### config.mk
export PLATFORM = sky130hd
export DESIGN_NAME = mux_sel_lock
export DESIGN_NICKNAME = d
export VERILOG_FILES = /design/src/rtl/mux_sel_lock_pkg.sv /design/src/rtl/mux_sel_shadow.sv /design/src/rtl/mux_sel_lock_ctrl.sv /design/src/rtl/mux_sel_eff_reg.sv /design/src/rtl/mux_sel_lock.sv
export SDC_FILE = /design/constraint.sdc
export NUM_CORES = 1
export LEC_CHECK = 0
export BUFFER_PORTS_ARGS = -buffer_cell sky130_fd_sc_hd__buf_2
export CORE_MARGIN = 4
export CORE_UTILIZATION = 25
export DETAILED_ROUTE_END_ITERATION = 12
export RECOVER_POWER = 100
export SETUP_SLACK_MARGIN = 0.02
export SLEW_MARGIN = 0
export SYNTH_ARGS = -nofsm -noshare
export SYNTH_HDL_FRONTEND = slang
export SYNTH_SLANG_ARGS = --single-unit
### constraint.sdc
create_clock -name clk -period 0.9 [get_ports clk]
set_input_delay 0.18 -clock clk [delete_from_list [all_inputs] [get_ports clk]]
set_output_delay 0.18 -clock clk [all_outputs]
set_load 0.02 [all_outputs]
### src/rtl/mux_sel_lock_pkg.sv
package mux_sel_lock_pkg;

    parameter int DEF_CH_W  = 5;
    parameter int DEF_REF_W = 2;

    typedef enum logic {
        LK_TRACK  = 1'b0,
        LK_HOLD   = 1'b1
    } lock_state_e;

    // Next lock state from the sequencer events; start beats last.
    function automatic lock_state_e next_lock(
        input lock_state_e cur,
        input logic        en,
        input logic        start,
        input logic        last
    );
        lock_state_e nxt;
        if (!en)        nxt = LK_TRACK;
        else if (start) nxt = LK_HOLD;
        else if (last)  nxt = LK_TRACK;
        else            nxt = cur;
        return nxt;
    endfunction

endpackage

### src/rtl/mux_sel_shadow.sv
module mux_sel_shadow #(
    parameter int W = 7
) (
    input  logic         clk,
    input  logic         rst,
    input  logic         wr_en,
    input  logic [W-1:0] wr_data,
    output logic [W-1:0] shadow_q,
    output logic [W-1:0] shadow_nxt
);

    always_comb begin
        shadow_nxt = wr_en ? wr_data : shadow_q;
    end

    always_ff @(posedge clk) begin
        if (rst) shadow_q <= '0;
        else     shadow_q <= shadow_nxt;
    end

endmodule

### src/rtl/mux_sel_lock_ctrl.sv
module mux_sel_lock_ctrl
    import mux_sel_lock_pkg::*;
(
    input  logic clk,
    input  logic rst,
    input  logic adc_en,
    input  logic conv_start,
    input  logic conv_last,
    output logic capture,
    output logic locked
);

    lock_state_e state_q;
    lock_state_e state_d;

    always_comb begin
        state_d = next_lock(state_q, adc_en, conv_start, conv_last);
        // Load the effective copy whenever tracking, at a start, or at reopen.
        capture = !adc_en || (state_q == LK_TRACK) || conv_start || conv_last;
    end

    always_ff @(posedge clk) begin
        if (rst) state_q <= LK_TRACK;
        else     state_q <= state_d;
    end

    assign locked = (state_q == LK_HOLD);

endmodule

### src/rtl/mux_sel_eff_reg.sv
module mux_sel_eff_reg #(
    parameter int CH_W  = 5,
    parameter int REF_W = 2,
    localparam int W    = CH_W + REF_W
) (
    input  logic             clk,
    input  logic             rst,
    input  logic             load,
    input  logic [W-1:0]     sel_in,
    output logic [CH_W-1:0]  chan_q,
    output logic [REF_W-1:0] ref_q
);

    always_ff @(posedge clk) begin
        if (rst) begin
            chan_q <= '0;
            ref_q  <= '0;
        end else if (load) begin
            chan_q <= sel_in[CH_W-1:0];
            ref_q  <= sel_in[W-1:CH_W];
        end
    end

endmodule

### src/rtl/mux_sel_lock.sv
module mux_sel_lock
    import mux_sel_lock_pkg::*;
#(
    parameter int CH_W  = DEF_CH_W,
    parameter int REF_W = DEF_REF_W,
    localparam int SEL_W = CH_W + REF_W
) (
    input  logic             clk,
    input  logic             rst,
    input  logic             adc_en,
    input  logic             cpu_wr_en,
    input  logic [SEL_W-1:0] cpu_wr_data,
    input  logic             conv_start,
    input  logic             conv_last,
    output logic [SEL_W-1:0] rd_data,
    output logic [CH_W-1:0]  eff_chan,
    output logic [REF_W-1:0] eff_ref
);

    logic [SEL_W-1:0] shadow_q;
    logic [SEL_W-1:0] shadow_nxt;
    logic             capture;
    logic             lock_active;

    mux_sel_shadow #(.W(SEL_W)) u_shadow (
        .clk        (clk),
        .rst        (rst),
        .wr_en      (cpu_wr_en),
        .wr_data    (cpu_wr_data),
        .shadow_q   (shadow_q),
        .shadow_nxt (shadow_nxt)
    );

    mux_sel_lock_ctrl u_ctrl (
        .clk        (clk),
        .rst        (rst),
        .adc_en     (adc_en),
        .conv_start (conv_start),
        .conv_last  (conv_last),
        .capture    (capture),
        .locked     (lock_active)
    );

    mux_sel_eff_reg #(.CH_W(CH_W), .REF_W(REF_W)) u_eff (
        .clk    (clk),
        .rst    (rst),
        .load   (capture),
        .sel_in (shadow_nxt),
        .chan_q (eff_chan),
        .ref_q  (eff_ref)
    );

    assign rd_data = shadow_q;

endmodule

; ---- Yosys cells after proc, flatten, opt, wreduce, memory -nomap -nowiden
; Cells that the tools add are included.
; Widths: inputs -> output; s select.
[classes]
n_mux = 3
n_bitwise = 2
n_reduce_logical = 6
[ops]
columns = cell, n
row1 = $mux 7, 1
row2 = $logic_or 1x1->1, 3
row3 = $mux 1, 2
row4 = $not 1->1, 2
row5 = $reduce_bool 2->1, 1
row6 = $reduce_or 2->1, 1
row7 = $logic_not 1->1, 1
[totals]
ff_bits = 15
in_bits = 13
wordCells = 15

; ---- Longest topological paths before layout
; Gate-level depths: netlist of run 1.
[depth]
depth_word = 4
ltp_mapped = 4
mapped_depth_nobuf = 3

; ---- Hierarchy
; A second synthesis of run 1 with hierarchy kept.
[hier_totals]
cells_unflattened = 49
hier_area_um2 = 603.1
[modules_own_cells]
columns = module, n_inst, cells_each, area_each_um2, seq_area_each_um2
row1 = mux_sel_shadow, 1, 22, 300.3, 140.1
row2 = mux_sel_eff_reg, 1, 22, 247.7, 140.1
row3 = mux_sel_lock_ctrl, 1, 5, 55.1, 20.0

; ---- Least setup slack after synthesis of run 1
; OpenSTA, ideal clock, no wires.
[synth_path]
path_kind = reg-to-reg
startpoint = register u_ctrl.state_q, in the netlist u_ctrl.locked
endpoint = register u_eff.chan_q[0]
setup_ns = 0.079
arrival_time_ns = 0.828
required_ns = 0.821
slack_ns = -0.007
path_stages_with_launch = 4
path_buffers = 1
synth_period_minus_slack_ns = 0.907
path_cell_list = dfxtp_1 -> nand4bb_4 -> buf_6 -> a211oi_2
[synth_between]
elab_chain_cells = 4
[synth_lines]
columns = element, line_no
row1 = "start, declared", mux_sel_lock_ctrl.sv:13  ; lock_state_e state_q;
row2 = "start signal, assigned", mux_sel_lock_ctrl.sv:24  ; else state_q <= state_d;
row3 = $not 1->1, mux_sel_lock_ctrl.sv:19  ; capture = !adc_en || (state_q == LK_TRACK) || conv_start || conv_last;
row4 = $logic_or 1x1->1 (3 in a row), mux_sel_lock_ctrl.sv:19
row5 = "end signal, assigned", mux_sel_eff_reg.sv:19  ; chan_q <= sel_in[CH_W-1:0];
row6 = "end, declared", mux_sel_eff_reg.sv:10  ; output logic [CH_W-1:0] chan_q,
; No other way between the ends.
; A chain may end at the register's enable or synchronous reset.

; ---- Worst setup path after layout of run 1
[layout_path]
startpoint = register u_eff.chan_q[2]
endpoint = output port eff_chan[2]
[layout_lines]
columns = element, line_no
row1 = "end, declared", mux_sel_lock.sv:16  ; output logic [CH_W-1:0] eff_chan,
; No word-level cell between the ends.

==> reports/metrics.yaml, run 1 <==
h-tree-depth: 1
rr_worst_depth: 2
gr-usage-all-layers_pct: 9.92
chipWidth_um: 54.8
portBuffers: 26
hold_depth: 3
finalSetupTns_ns: -0.137
start_kind: "flip-flop"
tightest_slew_ns: 0.310
drt_wl_total_um: 1310
cp_max_fo: 2
nNetsFinal: 97
cp.arrival_ns: 0.74
clock_latency_ns: 0.27
hold_start: "cpu_wr_data[3]"
reg2reg_from: "u_ctrl.locked$_SDFFE_PP0P_"
start_util_pct: 27.0
r2r-end: "u_eff.chan_q[4]$_SDFFE_PP0P_"
grt_pass1_vias: 489
grt_overflow: 0
drtIter0Drc: 4
tritoncts: "built"
cp.required_ns: 0.72
dp_cells: 101
holdCritPathClass: "input pin to flip-flop"
drv_cap: 0
drc: 0
instances_no_fill: 110
vias: 482
fin_ws_ns: -0.0196
critPathLaunch: "u_eff.chan_q[2]$_SDFFE_PP0P_"
synth_nets: 63
synth_seq_cells: 15
drt.antenna.violating_nets: 0
crit_path_end_kind: "output pin"
die-area_sq_um: 3000
crit_type: "flip-flop to output pin"
skew_ns: 0.000800
ir_drop_mv: 0.734
core_sq_um: 2020
synthCells: 50
clkTransAtPathRegs_ns: 0.09
cp_top_family: "flip-flops"
slowest_delay_ns: 0.35
io_pins: 27
status: "finished with violations"
cts_max_path_buffers: 2
wl_per_cell_um: 11.9
cts_root_buf: "clkbuf_4"
ys_types: 12
yosysWarningCount: 0
dr.pass1.iters: 4
hpwl_um: 842
hold_violations: 0
max_freq_mhz: 1090
final-setup-viol-count: 17
final_max_slew_viol_count: 0
diodes: 0
violations: "negative setup slack"
cts_sinks: 15
crit_buf_inv: 1
power.leakage_nw: 0.416
worstPathCellList: "buf_6"
grt_pass1_wl_um: 2080
syn_area_per_cell_sq_um: 10.9
vias_per_cell: 4.38
area_growth_pct: 67.0
timing.final.crit_share_pct: 102
drive_gt1_share_pct: 68.7
synth_area_sq_um: 547
rrSetupSlack_ns: -0.02
antenna_found_initial: 0
relSlewSlack_pct: 79.3
gp_congestion: 0.605
layout_common_cells: "14 x buf_6, 14 x dfxtp_2, 12 x nor2_1, 12 x buf_2, 7 x mux2i_1"
placementRows: 16
dieHeight_um: 54.8
power_density_nw_per_um2: 1520
min_to: "u_shadow.shadow_q[3]$_SDFF_PP0_"
place_ws_ns: -0.0984
slowest_stage: "dfxtp_2"
rsz0062_at_grt: "true"
numCtsBuffers: 3
yosysSeqAreaShare_pct: 54.9
finalCriticalPeriod_ns: 0.920
grt_max_degree: 16
[synthesized netlist by cell type]
cell | number | area share [%]
buf_6 | 1 | 2.1
mux2i_1 | 7 | 13
nand4bb_4 | 1 | 5.0
nor3b_1 | 1 | 1.4
a211oi_1 | 6 | 8.2
clkbuf_1 | 1 | 0.69
a211oi_2 | 1 | 2.3
buf_4 | 1 | 1.4
a21oi_1 | 1 | 0.91
dfxtp_1 | 15 | 55
nor2_1 | 14 | 9.6
inv_1 | 1 | 0.69
[how the worst max path moves through the flow]
stage | endpoint | slack [ns] | cells after the start
floorplan | u_eff.chan_q[0]$_SDFFE_PP0P_ | 0.02 | 3
global placement | u_eff.chan_q[0]$_SDFFE_PP0P_ | -0.08 | 4
detailed placement | u_eff.chan_q[0]$_SDFFE_PP0P_ | -0.1 | 4
CTS | eff_ref[1] | -0.02 | 1
global route | eff_ref[0] | -0.07 | 1
finish | eff_chan[2] | -0.02 | 1
[final cells by class]
type / instances / area [sq um]
clock buffers: 4 / 26.3
fillers: 187 / 1110
inverters: 1 / 3.75
multi-input cells: 32 / 273
flip-flops and latches: 15 / 322
well taps: 27 / 33.8
repair buffers: 31 / 255
[registers in the layout (all words and copies together), names as in the netlist]
register	cells
u_eff.ref_q	2
u_shadow.shadow_q	7
u_eff.chan_q	5
u_ctrl.locked	1
[report_power, final]
part	internal (mW)	total, mW	leakage (nW)	switching, mW
registers	0.710	0.740	0.129	0.0299
clock network	0.172	0.373	0.0150	0.201
logic	0.146	0.272	0.271	0.127
total	1.03	1.38	0.416	0.358
[metal layers]
layer  wire (um)  GRT usage [%]
met3          82           1.63
met4          20           6.22
met2         691           17.7
met5           0              0
met1         516           10.6
[repair_timing]
action | 4_1_cts | 5_1_grt
gates resized for setup | 48 | 2
buffers inserted | 2 | 2
gates cloned | 1 | 0
pin swaps | 2 | 0
hold buffers | 0 | 0
setup endpoints to repair | 21 | 21
[cell families after synthesis]
| kind of cell | synth area share [%] |
|---|---|
| simple gates | 16.0 |
| mux | 12.8 |
| compound gates | 11.4 |
| flops | 54.9 |
| buf+inv | 4.80 |
[through the flow]
step	utilization (%)	power [mW]	area, sq um	hold WS [ns]
6_report	45.2	1.39	913	0.172
5_1_grt	45.2	1.48	913	0.182
4_1_cts	44.1	1.39	891	0.166
3_5_place_dp	34.5	0.936	697	0.460
3_3_place_gp	34.5	0.933	697	0.450
2_1_floorplan	-	0.856	548	0.245
No activity file was read; power rests on OpenSTA's default activity.
==> run 2, diff against run 1 <==
--- a/config.mk
+++ b/config.mk
@@ -10,7 +10,7 @@
 export CORE_UTILIZATION = 25
 export DETAILED_ROUTE_END_ITERATION = 12
 export RECOVER_POWER = 100
-export SETUP_SLACK_MARGIN = 0.02
+export SETUP_SLACK_MARGIN = 0.3
 export SLEW_MARGIN = 0
 export SYNTH_ARGS = -nofsm -noshare
 export SYNTH_HDL_FRONTEND = slang
==> reports/metrics.yaml, run 2 (same netlist as run 1, synthesis figures left out) <==
finalCriticalPeriod_ns: 0.920
start_util_pct: 27.0
cts_max_path_buffers: 2
slowest_delay_ns: 0.35
crit_path_end_kind: "output pin"
portBuffers: 26
drc: 0
violations: "negative setup slack"
slowest_stage: "dfxtp_2"
gp_congestion: 0.599
wl_per_cell_um: 12.8
io_pins: 27
fin_ws_ns: -0.0200
grt_pass1_vias: 473
dr.pass1.iters: 3
largestRegisters: "u_shadow.shadow_q: 7 flops, u_eff.chan_q: 5 flops, u_eff.ref_q: 2 flops"
drt_wl_total_um: 1400
cp.arrival_ns: 0.74
clkTransAtPathRegs_ns: 0.08
placementRows: 16
ir_drop_mv: 0.731
cts_root_buf: "clkbuf_4"
finalSetupTns_ns: -0.153
dp_cells: 100
worstPathCellList: "buf_6"
clock_latency_ns: 0.27
gr-usage-all-layers_pct: 9.81
relSlewSlack_pct: 81.8
chipWidth_um: 54.8
wl_met2_um: 713
final_max_slew_viol_count: 0
fin_util_pct: 46.2
grt_max_degree: 16
crit_buf_inv: 1
area_growth_pct: 70.9
wl_met3_um: 84
nNetsFinal: 96
drive_gt1_share_pct: 72.0
tritoncts: "built"
holdCritPathClass: "input pin to flip-flop"
finalPower_mw: 1.40
cp.required_ns: 0.72
numCtsBuffers: 3
vias_per_cell: 4.32
antenna_found_initial: 0
start_kind: "flip-flop"
hold_depth: 3
status: "finished with violations"
grt_overflow: 0
placed_area_sq_um: 702
rr_worst_depth: 3
drv_cap: 0
instances_no_fill: 109
grt_pass1_wl_um: 2020
power_density_nw_per_um2: 1500
final-setup-viol-count: 16
layout_commonest_cell: "buf_6"
largest_register_ffs: 7
die-area_sq_um: 3000
tightest_slew_ns: 0.266
place_ws_ns: -0.102
hpwl_um: 852
core_sq_um: 2020
power.leakage_nw: 0.410
diodes: 0
topRoutingLayerUsed: "met4"
skew_ns: 0.00255
dieHeight_um: 54.8
h-tree-depth: 1
regMostFlops: "u_shadow.shadow_q"
cp_top_family: "flip-flops"
finish.instance_area_sq_um: 935
timing.final.crit_share_pct: 102
max_freq_mhz: 1090
ctsHoldBuffers: 0
rsz0062_at_grt: "true"
cp_num_cells: 1
drt.antenna.violating_nets: 0
cts_sinks: 15
layout_common_cells: "16 x buf_6, 14 x dfxtp_2, 12 x buf_2"
cp_max_fo: 2
hold_violations: 0
vias: 471
crit_type: "flip-flop to output pin"
drtIter0Drc: 1
wl_met1_um: 583
worst_hold_slack_ns: 0.161
## run 2: worst reg2reg max path, delay by kind of cell (launching register included)
family / cells / cell delay, ns
flops: 1 / 0.39
simple gates: 2 / 0.34
compound gates: 1 / 0.06
## run 2: where the power goes
group          internal, mW  total [mW]  switching [mW]
combinational         0.155       0.289           0.134
clock                 0.172       0.368           0.196
sequential            0.710       0.742          0.0321
total                  1.04        1.40           0.362
## run 2: what timing repair did
action / CTS / global route
hold endpoints to repair: 0 / 0
gates cloned: 1 / 0
pin swaps: 1 / 2
gates resized for setup: 43 / 7
endpoints found under the setup margin: 29 / 29
buffers inserted: 1 / 3
## run 2: cell type report
| cell class | count | area (sq um) |
|---|---|---|
| fillers | 195 | 1090 |
| flip-flops and latches | 15 | 322 |
| multi-input cells | 32 | 294 |
| repair buffers | 30 | 255 |
| well taps | 27 | 33.8 |
| clock buffers | 4 | 26.3 |
| inverters | 1 | 3.75 |
## run 2: layer usage
metal	vias up	GRT usage [%]
li1	242	-
met1	211	10.3
met2	16	16.9
met3	2	3.54
met4	0	4.98
met5	-	0
## run 2: path summary, 6_finish.rpt
kind	start	to	slack [ns]
hold / removal	cpu_wr_data[6]	u_shadow.shadow_q[6]$_SDFF_PP0_	0.16
setup reg to reg	u_ctrl.locked$_SDFFE_PP0P_	u_eff.chan_q[0]$_SDFFE_PP0P_	0
setup / recovery	u_eff.chan_q[2]$_SDFFE_PP0P_	eff_chan[2]	-0.02
hold reg to reg	u_eff.chan_q[1]$_SDFFE_PP0P_	u_eff.chan_q[1]$_SDFFE_PP0P_	0.51
==> run 3, diff against run 2 <==
--- a/config.mk
+++ b/config.mk
@@ -10,7 +10,9 @@
 export CORE_UTILIZATION = 25
 export DETAILED_ROUTE_END_ITERATION = 12
 export RECOVER_POWER = 100
+export REMOVE_ABC_BUFFERS = 1
 export SETUP_SLACK_MARGIN = 0.3
+export SKIP_LAST_GASP = 1
 export SLEW_MARGIN = 0
 export SYNTH_ARGS = -nofsm -noshare
 export SYNTH_HDL_FRONTEND = slang
==> reports/metrics.yaml, run 3 (same netlist as run 1, synthesis figures left out) <==
status: "finished with violations"
violations: "negative setup slack"
portBuffers: 26
diodes: 0
p_sw_share_pct: 27.3
tightest_slew_ns: 0.336
power_density_nw_per_um2: 1470
cts_max_path_buffers: 2
slowest_stage: "dfxtp_2"
fin_ws_ns: -0.0507
holdCritPathClass: "input pin to flip-flop"
start_util_pct: 27.0
vias: 487
cp_max_fo: 2
crit_path_end_kind: "output pin"
regMostFlops: "u_shadow.shadow_q"
max_freq_mhz: 1050
wl_per_cell_um: 12.1
worstPathCellList: "buf_6"
finalPower_mw: 1.44
placementRows: 16
gp_congestion: 0.578
switchingPower_mw: 0.394
start_kind: "flip-flop"
crit_type: "flip-flop to output pin"
placed_area_sq_um: 696
tritoncts: "built"
drc: 0
io_pins: 27
final-setup-viol-count: 16
final_max_slew_viol_count: 0
hold_violations: 0
largest_register_ffs: 7
seqPwrFrac_pct: 51.7
instances_no_fill: 112
relSlewSlack_pct: 77.6
drt_wl_total_um: 1360
crit_buf_inv: 1
finish.instance_area_sq_um: 982
largestRegisters: "u_shadow.shadow_q: 7 flops, u_eff.chan_q: 5 flops, u_eff.ref_q: 2 flops"
grt_overflow: 0
fin_util_pct: 48.6
drtIter0Drc: 0
chipWidth_um: 54.8
grt_max_degree: 16
clkTransAtPathRegs_ns: 0.09
numCtsBuffers: 3
num-fill-cells: 196
layout_commonest_cell: "buf_6"
die-area_sq_um: 3000
h-tree-depth: 1
hpwl_um: 841
area_growth_pct: 79.6
intPower_mw: 1.05
cp.required_ns: 0.72
dp_cells: 101
drive_gt1_share_pct: 82.4
drv_cap: 0
timing.final.crit_share_pct: 106
dieHeight_um: 54.8
grt_pass1_vias: 523
cp.arrival_ns: 0.77
skew_ns: 0.000909
finalCriticalPeriod_ns: 0.951
vias_per_cell: 4.35
finalSetupTns_ns: -0.421
slowest_delay_ns: 0.37
cts_sinks: 15
ir_drop_mv: 0.833
clkPwrFrac_pct: 26.7
rsz0062_at_grt: "true"
cts_root_buf: "clkbuf_4"
rrSetupSlack_ns: -0.01
comb_power_share_pct: 21.6
drt.antenna.violating_nets: 0
antenna_found_initial: 0
core_sq_um: 2020
gr-usage-all-layers_pct: 10.3
layout_common_cells: "15 x buf_6, 14 x dfxtp_2, 12 x buf_2"
clock_latency_ns: 0.28
cp_top_family: "flip-flops"
grt_pass1_wl_um: 2190
dr.pass1.iters: 1
power.leakage_nw: 0.419
nNetsFinal: 99
place_ws_ns: -0.0889
worst_hold_slack_ns: 0.157
==> run 3: changes by cell type in the layout (fill, tap and decap cells not counted), sizes merged <==
cell	previous run	this run
buf	30	33
clkbuf	4	3
clkinv	0	1
==> run 3: what timing repair did <==
item	CTS	global route
setup endpoints to repair	29	29
setup buffers	3	3
gates resized for setup	52	11
endpoints found under the hold margin	0	0
hold buffers	0	0
pin swaps	1	4
gates cloned	1	0
==> run 3: final cells by class <==
type                       instances  area (sq um)  area share (%)
sequential                        15           322            32.7
inverter                           1          3.75           0.382
clock buffer                       3          22.5            2.29
clock inverter                     1          5.00           0.510
timing repair buffer              33           274            27.9
multi-input combinational         32           322            32.7
tap                               27          33.8            3.44
==> run 3: path summary, 6_finish.rpt <==
path / start / endpoint / cells after the start
worst max register to register: u_ctrl.locked$_SDFFE_PP0P_ / u_eff.chan_q[0]$_SDFFE_PP0P_ / 2
worst min-delay path: cpu_wr_data[5] / u_shadow.shadow_q[5]$_SDFF_PP0_ / 3
worst min register to register: u_shadow.shadow_q[5]$_SDFF_PP0_ / u_shadow.shadow_q[5]$_SDFF_PP0_ / 2
worst max-delay path: u_shadow.shadow_q[6]$_SDFF_PP0_ / rd_data[6] / 1
==> run 3: worst register-to-register path, cell delays in order, from the launching register on <==
cell	delay (ns)
dfxtp_4	0.39
nand4bb_4	0.20
a211oi_2	0.25
==> run 3: routing by layer <==
metal,vias to the layer above,track usage [%],wire [um]
li1,252,-,-
met1,214,12.8,619
met2,18,16.5,623
met3,3,2.18,91
met4,0,4.98,21
met5,-,0,0
==> run 3: power groups by stage <==
stage / sequential, mW / combinational [mW] / clock (mW)
global route: 0.750 / 0.335 / 0.435
CTS: 0.741 / 0.276 / 0.389
floorplan: 0.786 / 0.0548 / 0
global placement: 0.738 / 0.195 / 0
detailed placement: 0.739 / 0.197 / 0
finish: 0.745 / 0.312 / 0.385
